==> src/rtl/ring_dma_pkg.sv <==
`timescale 1ns/1ps
package ring_dma_pkg;
    localparam int WORD_W     = 32;
    localparam int BYTE_SH    = 2;                    // log2 of bytes per word
    localparam int CNT_W      = WORD_W - BYTE_SH;     // word counter width
    localparam int DESC_WORDS = 4;
    localparam int DIDX_W     = $clog2(DESC_WORDS);
    localparam int ALIGN_SH   = BYTE_SH + DIDX_W;     // descriptor alignment
    localparam int CS_W       = 8;

    // command / status byte
    localparam int CS_EN   = 0;
    localparam int CS_GO   = 1;
    localparam int CS_ACK  = 3;
    localparam int CS_DONE = 4;
    localparam int CS_PEND = 5;

    // link word flags
    localparam int LNK_HOST   = 0;
    localparam int LNK_TCIRQ  = 1;
    localparam int LNK_TOHOST = 2;

    typedef logic [WORD_W-1:0] word_t;

    typedef enum logic [1:0] {WK_IDLE, WK_FETCH, WK_MOVE} walk_t;

    typedef enum logic [DIDX_W-1:0] {
        DW_HOST  = 2'd0,
        DW_LOCAL = 2'd1,
        DW_SIZE  = 2'd2,
        DW_LINK  = 2'd3
    } dword_t;

    typedef struct packed {
        word_t fifo_addr;
        word_t link;
    } shadow_t;

    function automatic word_t desc_base(word_t p);
        return p & ~word_t'((1 << ALIGN_SH) - 1);
    endfunction

    function automatic word_t beat_step(word_t a);
        return a + word_t'(1 << BYTE_SH);
    endfunction
endpackage

==> src/rtl/rdma_csr.sv <==
`timescale 1ns/1ps
module rdma_csr
    import ring_dma_pkg::*;
(
    input  logic            clk,
    input  logic            rst,
    input  logic            ptr_we,
    input  word_t           ptr_wdata,
    input  logic            cs_we,
    input  logic [CS_W-1:0] cs_wdata,
    input  logic            abort,
    input  logic            tc_irq_i,
    input  logic            halt_i,
    output word_t           ptr_o,
    output logic            start_o,
    output logic            stop_req_o,
    output logic [CS_W-1:0] cs_rdata,
    output logic            irq_o
);
    logic  en_q, done_q, pend_q;
    word_t ptr_q;
    logic  unused_cs_bits;

    assign unused_cs_bits = ^{cs_wdata[CS_W-1:CS_DONE], cs_wdata[CS_ACK-1]};

    always_comb begin
        start_o    = cs_we && cs_wdata[CS_EN] && cs_wdata[CS_GO] && !en_q;
        stop_req_o = abort || (cs_we && !cs_wdata[CS_EN] && en_q);
        cs_rdata          = '0;
        cs_rdata[CS_EN]   = en_q;
        cs_rdata[CS_DONE] = done_q;
        cs_rdata[CS_PEND] = pend_q;
    end

    assign ptr_o = ptr_q;
    assign irq_o = pend_q;

    always_ff @(posedge clk) begin
        if (rst) begin
            en_q   <= 1'b0;
            done_q <= 1'b0;
            pend_q <= 1'b0;
            ptr_q  <= '0;
        end else begin
            if (ptr_we)
                ptr_q <= ptr_wdata;
            if (start_o) begin
                en_q   <= 1'b1;
                done_q <= 1'b0;
            end else if (halt_i) begin
                en_q   <= 1'b0;
                done_q <= 1'b1;
            end
            if (tc_irq_i)
                pend_q <= 1'b1;
            else if (cs_we && cs_wdata[CS_ACK])
                pend_q <= 1'b0;
        end
    end

    AST_ACK_KEEPS_EN: assert property (@(posedge clk) disable iff (rst)
        (cs_we && cs_wdata[CS_ACK] && cs_wdata[CS_EN] && !cs_wdata[CS_GO] && !tc_irq_i && !halt_i)
        |=> (!irq_o && cs_rdata[CS_EN] == $past(cs_rdata[CS_EN])));

    AST_HALT_PARKS: assert property (@(posedge clk) disable iff (rst)
        halt_i |=> (!cs_rdata[CS_EN] && cs_rdata[CS_DONE]));

    AST_TC_PENDS: assert property (@(posedge clk) disable iff (rst)
        tc_irq_i |=> irq_o);
endmodule

==> src/rtl/rdma_walker.sv <==
`timescale 1ns/1ps
module rdma_walker
    import ring_dma_pkg::*;
(
    input  logic  clk,
    input  logic  rst,
    input  logic  start_i,
    input  logic  stop_req_i,
    input  word_t ptr_i,
    input  logic  demand_i,
    input  word_t fifo_data_i,
    output logic  fifo_pop_o,
    output word_t fifo_addr_o,
    output logic  mem_req_o,
    output logic  mem_we_o,
    output word_t mem_addr_o,
    output word_t mem_wdata_o,
    input  logic  mem_ready_i,
    input  word_t mem_rdata_i,
    output word_t host_addr_o,
    output logic  tc_irq_o,
    output logic  halt_o
);
    walk_t             st;
    logic [DIDX_W-1:0] widx;
    word_t             base, host_q;
    logic [CNT_W-1:0]  left_q;
    shadow_t           sh;
    logic              hold_q, abort_q;
    logic              acc, last_beat;

    always_comb begin
        halt_o      = (abort_q || stop_req_i) && !hold_q && (st != WK_IDLE);
        mem_we_o    = (st == WK_MOVE);
        mem_req_o   = !halt_o && ((st == WK_FETCH) ||
                                  ((st == WK_MOVE) && (demand_i || hold_q)));
        mem_addr_o  = (st == WK_MOVE) ? host_q
                                      : base + word_t'({widx, {BYTE_SH{1'b0}}});
        mem_wdata_o = fifo_data_i;
        acc         = mem_req_o && mem_ready_i;
        fifo_pop_o  = acc && mem_we_o;
        last_beat   = (left_q == CNT_W'(1));
        tc_irq_o    = fifo_pop_o && last_beat && sh.link[LNK_TCIRQ];
    end

    assign host_addr_o = host_q;
    assign fifo_addr_o = sh.fifo_addr;

    always_ff @(posedge clk) begin
        if (rst) begin
            st      <= WK_IDLE;
            widx    <= '0;
            base    <= '0;
            host_q  <= '0;
            left_q  <= '0;
            sh      <= '0;
            hold_q  <= 1'b0;
            abort_q <= 1'b0;
        end else begin
            hold_q <= mem_req_o && !mem_ready_i;
            if (halt_o) begin
                st      <= WK_IDLE;
                abort_q <= 1'b0;
            end else begin
                if (stop_req_i && st != WK_IDLE)
                    abort_q <= 1'b1;
                case (st)
                    WK_IDLE: if (start_i) begin
                        st   <= WK_FETCH;
                        base <= desc_base(ptr_i);
                        widx <= '0;
                    end
                    WK_FETCH: if (acc) begin
                        widx <= widx + 1'b1;
                        case (dword_t'(widx))
                            DW_HOST:  host_q       <= mem_rdata_i;
                            DW_LOCAL: sh.fifo_addr <= mem_rdata_i;
                            DW_SIZE:  left_q       <= mem_rdata_i[WORD_W-1:BYTE_SH];
                            default: begin
                                sh.link <= mem_rdata_i;
                                if (left_q == '0)
                                    base <= desc_base(mem_rdata_i);
                                else
                                    st <= WK_MOVE;
                            end
                        endcase
                    end
                    WK_MOVE: if (acc) begin
                        host_q <= beat_step(host_q);
                        left_q <= left_q - 1'b1;
                        if (last_beat) begin
                            st   <= WK_FETCH;
                            base <= desc_base(sh.link);
                            widx <= '0;
                        end
                    end
                    default: st <= WK_IDLE;
                endcase
            end
        end
    end

    AST_HELD_REQ: assert property (@(posedge clk) disable iff (rst)
        hold_q |-> (mem_req_o && mem_addr_o == $past(mem_addr_o)
                    && mem_we_o == $past(mem_we_o)));

    AST_BEAT_ON_DEMAND: assert property (@(posedge clk) disable iff (rst)
        (mem_req_o && mem_we_o && !$past(mem_req_o && !mem_ready_i)) |-> demand_i);

    AST_FIFO_ADDR_FIXED: assert property (@(posedge clk) disable iff (rst)
        (st == WK_MOVE && $past(st == WK_MOVE)) |-> $stable(fifo_addr_o));

    AST_HOST_STEP: assert property (@(posedge clk) disable iff (rst)
        (fifo_pop_o && !last_beat) |=> host_addr_o == beat_step($past(host_addr_o)));

    AST_HALT_QUIET: assert property (@(posedge clk) disable iff (rst)
        halt_o |=> !mem_req_o);
endmodule

==> src/rtl/ring_dma_engine.sv <==
`timescale 1ns/1ps
module ring_dma_engine
    import ring_dma_pkg::*;
(
    input  logic            clk,
    input  logic            rst,
    input  logic            ptr_we,
    input  logic [WORD_W-1:0] ptr_wdata,
    input  logic            cs_we,
    input  logic [CS_W-1:0] cs_wdata,
    output logic [CS_W-1:0] cs_rdata,
    input  logic            abort,
    input  logic            demand,
    input  logic [WORD_W-1:0] fifo_data,
    output logic            fifo_pop,
    output logic [WORD_W-1:0] fifo_addr,
    output logic            mem_req,
    output logic            mem_we,
    output logic [WORD_W-1:0] mem_addr,
    output logic [WORD_W-1:0] mem_wdata,
    input  logic            mem_ready,
    input  logic [WORD_W-1:0] mem_rdata,
    output logic [WORD_W-1:0] host_addr,
    output logic            irq
);
    word_t ptr;
    logic  start, stop_req, tc_irq, halt;

    rdma_csr u_csr (
        .clk        (clk),
        .rst        (rst),
        .ptr_we     (ptr_we),
        .ptr_wdata  (ptr_wdata),
        .cs_we      (cs_we),
        .cs_wdata   (cs_wdata),
        .abort      (abort),
        .tc_irq_i   (tc_irq),
        .halt_i     (halt),
        .ptr_o      (ptr),
        .start_o    (start),
        .stop_req_o (stop_req),
        .cs_rdata   (cs_rdata),
        .irq_o      (irq)
    );

    rdma_walker u_walk (
        .clk         (clk),
        .rst         (rst),
        .start_i     (start),
        .stop_req_i  (stop_req),
        .ptr_i       (ptr),
        .demand_i    (demand),
        .fifo_data_i (fifo_data),
        .fifo_pop_o  (fifo_pop),
        .fifo_addr_o (fifo_addr),
        .mem_req_o   (mem_req),
        .mem_we_o    (mem_we),
        .mem_addr_o  (mem_addr),
        .mem_wdata_o (mem_wdata),
        .mem_ready_i (mem_ready),
        .mem_rdata_i (mem_rdata),
        .host_addr_o (host_addr),
        .tc_irq_o    (tc_irq),
        .halt_o      (halt)
    );
endmodule

==> config.mk <==
export PLATFORM = sky130hd
export DESIGN_NAME = ring_dma_engine
export DESIGN_NICKNAME = d
export VERILOG_FILES = /design/src/rtl/ring_dma_pkg.sv /design/src/rtl/rdma_csr.sv /design/src/rtl/rdma_walker.sv /design/src/rtl/ring_dma_engine.sv
export SDC_FILE = /design/constraint.sdc
export NUM_CORES = 1
export LEC_CHECK = 0
export CORE_ASPECT_RATIO = 0.75
export CORE_MARGIN = 4
export CORE_UTILIZATION = 45
export DETAILED_ROUTE_END_ITERATION = 6
export HOLD_SLACK_MARGIN = 0.05
export PLACE_DENSITY = 0.88
export SYNTH_ARGS = -nofsm -noshare
export SYNTH_HDL_FRONTEND = slang
export SYNTH_SLANG_ARGS = --single-unit
==> constraint.sdc <==
create_clock -name clk -period 2.3 [get_ports clk]
set_input_delay 0.345 -clock clk [delete_from_list [all_inputs] [get_ports clk]]
set_output_delay 0.345 -clock clk [all_outputs]
set_load 0.005 [all_outputs]
==> results.toml, run 1 <==
[sta]
finalCritPeriodShare = 0.982
finalHoldViolCount = 0
setup-tns-final_ns = 0
setup_ws_ns = 0.0408
relSlewSlack = 0.607
slew_viol_final = 0
tightest_slew_ns = 0.585
period_minus_slack_ns = 2.26
setup_viol = 0
clock_skew_ns = 0.0132
hold_ws_ns = 0.322
rsz0062_at_grt = "true"
fmax_mhz = 443

[setup_path]
critPathBufInv = 3
crit_chain = "inv_2 -> ha_4 -> buf_6 -> buf_4 -> nand2_4 -> or4_4 -> or2_4 -> a21o_1 -> a32o_1"
critPathTopFamily = "simple AND/OR/NAND/NOR gates"
cp-start-kind = "flip-flop"
critPathMaxStageDelay_ns = 0.56
slowest_stage = "or4_4"
path_class = "reg -> reg"
critPathRequiredTime_ns = 2.64
arrival_ns = 2.60
worstSetupEndpointType = "flip-flop"
crit_fanout = 7

[route]
drt-total-wl_um = 34500
drtIter0Drc = 1168
num_vias = 10500
drc = 0
ant_nets = 0
routedWlPerCell_um = 19.5
first_pass_iters = 6
avgViaCountPerCell = 5.96

[floorplanning]
rows = 47
core_area_um2 = 22100
die_area_um2 = 24900
ios = 251
dieWidth_um = 181
die_h_um = 138
initial_core_util = 0.458

[synthesis]
synthTopCellsByCount = "nand2_1 (235), dfxtp_1 (188), a21oi_1 (151), nor2_1 (94), o21ai_0 (82)"
synthArstFlopShare = 0
yosys.area_share.simple = 0.213
synth_top_family_by_area = "compound AO/OA/AOI/OAI gates"
synthXorXnorAreaFrac = 0
synth-edff-count = 0
yosysWarnings = 0
synth_area_um2 = 10100
yosysMostFrequentCell = "nand2_1"
synth-seq-cells = 188
avgSynthCellArea_um2 = 7.72
ys_types = 69
ys.flop_type = "dfxtp_1"
yosysTopAreaCell = "dfxtp_1"
synth_top_area_frac = 0.373
synth_fa_ha_area_frac = 0.0161
synth_area_leaders = "dfxtp_1 (37%), nand2_1 (8.7%), a21oi_1 (7.5%)"
syn_inst = 1307
synth_compound_area_frac = 0.232
synthMuxAreaShare = 0.0629
ys_seq_area_frac = 0.373

[pwr]
ir_drop_v = 0.000636
p_clk_frac = 0.247
leakagePower_nw = 4.97
power.density_nw_per_um2 = 937
power_switching_mw = 4.71
pwr-share-seq = 0.312
p_int_mw = 7.64
pwr-share-comb = 0.442
swShare = 0.382
power_mw = 12.4

[global_routing]
antenna_found_initial = 1
grt_max_degree = 61
grt_usage = 0.262
grt_pass1_vias = 9667
grt-ovfl-total = 0
grt_pass1_wl_um = 52400

[clock_network]
clk_path_buf_depth = 2
cts_buffers = 17
cts_sinks = 188
clock_tree.root_cell = "clkbuf_16"
cts-htree-levels = 4
clkTransAtPathRegs_ns = 0.07
clkLatencyLatePin_ns = 0.44
postCtsHoldBufs = 0
cts_tree = "yes"

[cells_and_area]
diodes = 0
drive_gt1_frac = 0.159
post-route-util = 0.598
finalNonFillerCells = 1770
stdcell_area_um2 = 13200
nets = 1587
area_growth_pct = 30.7

[status]
status = "finished, final reports clean"

[run]
maxCapViolations = 0

[placed_design]
dp_cells = 1714
gp_congestion = 0.939
place_ws_ns = -0.197
io_buffers = 172
dp_hpwl_um = 24200
place_area_um2 = 12300

[hold_path]
worstHoldPathType = "in -> reg"
[flip-flops by register name (all words and copies together) (netlist names)]
signal,count
u_walk.fifo_addr_o,32
u_csr.irq_o,1
u_csr.ptr_o,28
u_walk.base,28
u_csr.en_q,1
u_csr.done_q,1
u_walk.sh,29
u_walk.st,2
u_walk.abort_q,1
u_walk.widx,2
u_walk.hold_q,1
u_walk.left_q,30
u_walk.host_addr_o,32
[path summary, 6_finish.rpt]
kind                          start                     end  slack (ns)  depth (start not counted)
max                    u_walk.st[0]  u_walk.host_addr_o[18]        0.04                          9
min                             rst          u_walk.widx[1]        0.32                          2
max reg2reg            u_walk.st[0]  u_walk.host_addr_o[18]        0.04                          9
min reg2reg  u_walk.fifo_addr_o[13]  u_walk.fifo_addr_o[13]        0.45                          2
[cell type report]
type | count | area [µm²]
flip-flops and latches | 188 | 3770
clock inverters | 14 | 159
inverters | 25 | 93.8
repair buffers | 300 | 2960
fillers | 1929 | 8870
well taps | 294 | 368
multi-input cells | 931 | 5400
clock buffers | 18 | 439
[worst reg2reg max path: stages, from the launching register on]
cell     delay (ns)
dfxtp_2        0.33
inv_2          0.07
ha_4           0.23
buf_6          0.12
buf_4          0.12
nand2_4        0.06
or4_4          0.56
or2_4          0.26
a21o_1         0.18
a32o_1         0.25
[power by group through the flow]
| stage | clock [mW] | combinational, mW | sequential, mW |
|---|---|---|---|
| 2_1_floorplan | 0 | 2.79 | 3.86 |
| 3_3_place_gp | 0 | 5.06 | 3.88 |
| 4_1_cts | 3.07 | 5.19 | 3.83 |
| 6_report | 3.05 | 5.45 | 3.85 |
| 5_1_grt | 3.20 | 5.84 | 3.88 |
| 3_5_place_dp | 0 | 5.15 | 3.90 |
[placed cells by master, fill, tap and decap left out, types with 29 or more instances in the layout]
master           Yosys  final
a21oi_1            151    151
a22oi_1             29     29
buf_4               79    101
clkdlybuf4s50_1      0    136
dfxtp_1            188    184
mux2i_1             33     33
nand2_1            235    234
nand3_1             33     31
nor2_1              94     93
o21ai_0             82     78
[timing repair]
action                     CTS  global route
setup endpoints to repair   34            60
buffers inserted            11            10
cloned                       1             2
gates resized for setup     54            31
pin swaps                    3             9
[kinds of logic after synthesis]
kind of cell / Yosys count
AO/OA/AOI/OAI: 380
adder cells (fa/ha/maj): 13
buffers and inverters: 192
flip-flops: 188
multiplexers: 60
other: 1
AND/OR/NAND/NOR: 473
[routing by layer]
| layer | GRT usage | share of wire | vias up |
|---|---|---|---|
| li1 | - | - | 4874 |
| met1 | 0.351 | 0.41 | 4959 |
| met2 | 0.405 | 0.44 | 614 |
| met3 | 0.0794 | 0.11 | 98 |
| met4 | 0.0869 | 0.034 | 2 |
| met5 | 0 | 0.00038 | - |
(Power assumes the default switching activity.)
==> run 2: changes to the inputs <==
--- a/config.mk
+++ b/config.mk
@@ -13,2 +13,3 @@
 export PLACE_DENSITY = 0.88
+export RECOVER_POWER = 25
 export SYNTH_ARGS = -nofsm -noshare
@@ -16 +17,2 @@
 export SYNTH_SLANG_ARGS = --single-unit
+export TNS_END_PERCENT = 50
==> constraint.sdc (replaced) <==
create_clock -name clk -period 2.3 [get_ports clk]
set_input_delay 0.69 -clock clk [delete_from_list [all_inputs] [get_ports clk]]
set_output_delay 0.69 -clock clk [all_outputs]
set_load 0.005 [all_outputs]
==> results.toml, run 2 (synthesis results as in run 1) <==
[cells_and_area]
drive_gt1_frac = 0.251
nets = 1633
area_growth_pct = 42.6
final_common_cell = "nand2_1"
regArea_um2 = 3780
stdcell_area_um2 = 14400
final.fill_count = 1645
diodes = 0
layout_common_cells = "nand2_1 (228), dfxtp_1 (179), a21oi_1 (137)"
multi_input_area_um2 = 6060

[route]
num_vias = 11500
wl_met3_um = 5680
ant_nets = 0
drtIter0Drc = 1932
top_layer = "met4"
routedWlPerCell_um = 22.6
drt-met1-wl_um = 15300
avgViaCountPerCell = 6.32
drt-total-wl_um = 41100
dr_wl_met2_um = 18100
first_pass_iters = 7
drc = 34

[setup_path]
cp-start-kind = "flip-flop"
r2r_cells = 8
path_class = "reg -> out"
worstSetupEndpointType = "output port"
critPathRequiredTime_ns = 1.61
crit_fanout = 5
cp-endpoint = "mem_addr[22]"
r2r_end = "u_walk.base[25]"
r2r_start = "u_walk.left_q[3]"
startpoint = "u_walk.st[0]"
regToRegSetupSlack_ns = -0.19
arrival_ns = 1.81

[global_routing]
grt-ovfl-total = 0
antenna_found_initial = 0
grt_max_degree = 57
grt_usage = 0.283
grt_pass1_wl_um = 56900
grt_pass1_vias = 10800

[pwr]
power.density_nw_per_um2 = 988
leakagePower_nw = 5.36
ir_drop_v = 0.000727

[clock_network]
cts_sinks = 188
cts_tree = "yes"
clkLatencyLatePin_ns = 0.44
cts_buffers = 17
cts-htree-levels = 4
postCtsHoldBufs = 0
clkTransAtPathRegs_ns = 0.07
clk_path_buf_depth = 2
clock_tree.root_cell = "clkbuf_16"

[sta]
rsz0062_at_grt = "true"
relSlewSlack = 0.366
finalHoldViolCount = 0
setup_ws_ns = -0.204
fmax_mhz = 399
period_minus_slack_ns = 2.50
tightest_slew_ns = 0.952
setup-tns-final_ns = -9.00
finalCritPeriodShare = 1.09
slew_viol_final = 0
clock_skew_ns = 0.0101
setup_viol = 81

[floorplanning]
die_h_um = 138
initial_core_util = 0.458
dieWidth_um = 181
core_area_um2 = 22100
rows = 47
die_area_um2 = 24900
ios = 251

[placed_design]
io_buffers = 172
place_area_um2 = 12400
dp_hpwl_um = 25000
gp_congestion = 0.942

[hold_path]
worstHoldPathType = "reg -> reg"
hp-start = "u_walk.sh[24]"

[status]
status = "complete, but fails checks"
violations = "DRC, setup timing"

[run]
maxCapViolations = 0
-- run 2: through the flow --
stage / power (mW) / util / instances / worst slack, ns / hold WS [ns]
floorplan: 6.65 / - / 1311 / -0.0546 / 0.436
CTS: 12.4 / 0.614 / 1793 / -0.260 / 0.455
global route: 14.7 / 0.653 / 1816 / -0.290 / 0.470
finish: 14.2 / 0.653 / 1816 / -0.204 / 0.457
detailed placement: 9.04 / 0.562 / 1736 / -0.670 / 0.446
global placement: 8.86 / 0.562 / 1736 / -0.651 / 0.441
-- run 2: repair_timing --
action,CTS,global route
pin swaps,17,67
resized for setup,249,118
gates cloned,4,9
setup buffers,24,16
setup endpoints to repair,139,144
-- run 2: final cells by class --
class | count | share of cell area
repair buffers | 345 | 0.240
multi-input cells | 932 | 0.421
clock inverters | 12 | 0.0110
flip-flops and latches | 188 | 0.263
inverters | 25 | 0.00670
clock buffers | 20 | 0.0324
well taps | 294 | 0.0256
-- run 2: how the worst min path moves through the flow --
stage	end	slack [ns]	cells past startpoint
finish	u_walk.sh[24]	0.46	2
global route	u_walk.sh[9]	0.47	2
CTS	u_walk.sh[24]	0.46	2
detailed placement	u_walk.sh[24]	0.45	2
global placement	u_walk.fifo_addr_o[28]	0.44	2
floorplan	u_walk.sh[10]	0.44	2
-- run 2: power by group --
part	internal (mW)	switching (mW)
combinational	3.01	4.10
clock	1.81	1.39
sequential	3.57	0.332
total	8.40	5.82
-- run 2: worst max-delay path, cell delays in order (launching register included) --
cell and delay, ns:
dfxtp_2 0.33, inv_2 0.05, ha_4 0.17, buf_12 0.14, buf_12 0.13, buf_8 0.13, mux2_4 0.30, buf_6 0.12
-- run 2: layer usage --
metal / global-route usage / up-vias
li1: - / 4958
met1: 0.359 / 5379
met2: 0.453 / 929
met3: 0.0929 / 206
met4: 0.109 / 0
met5: 0 / -
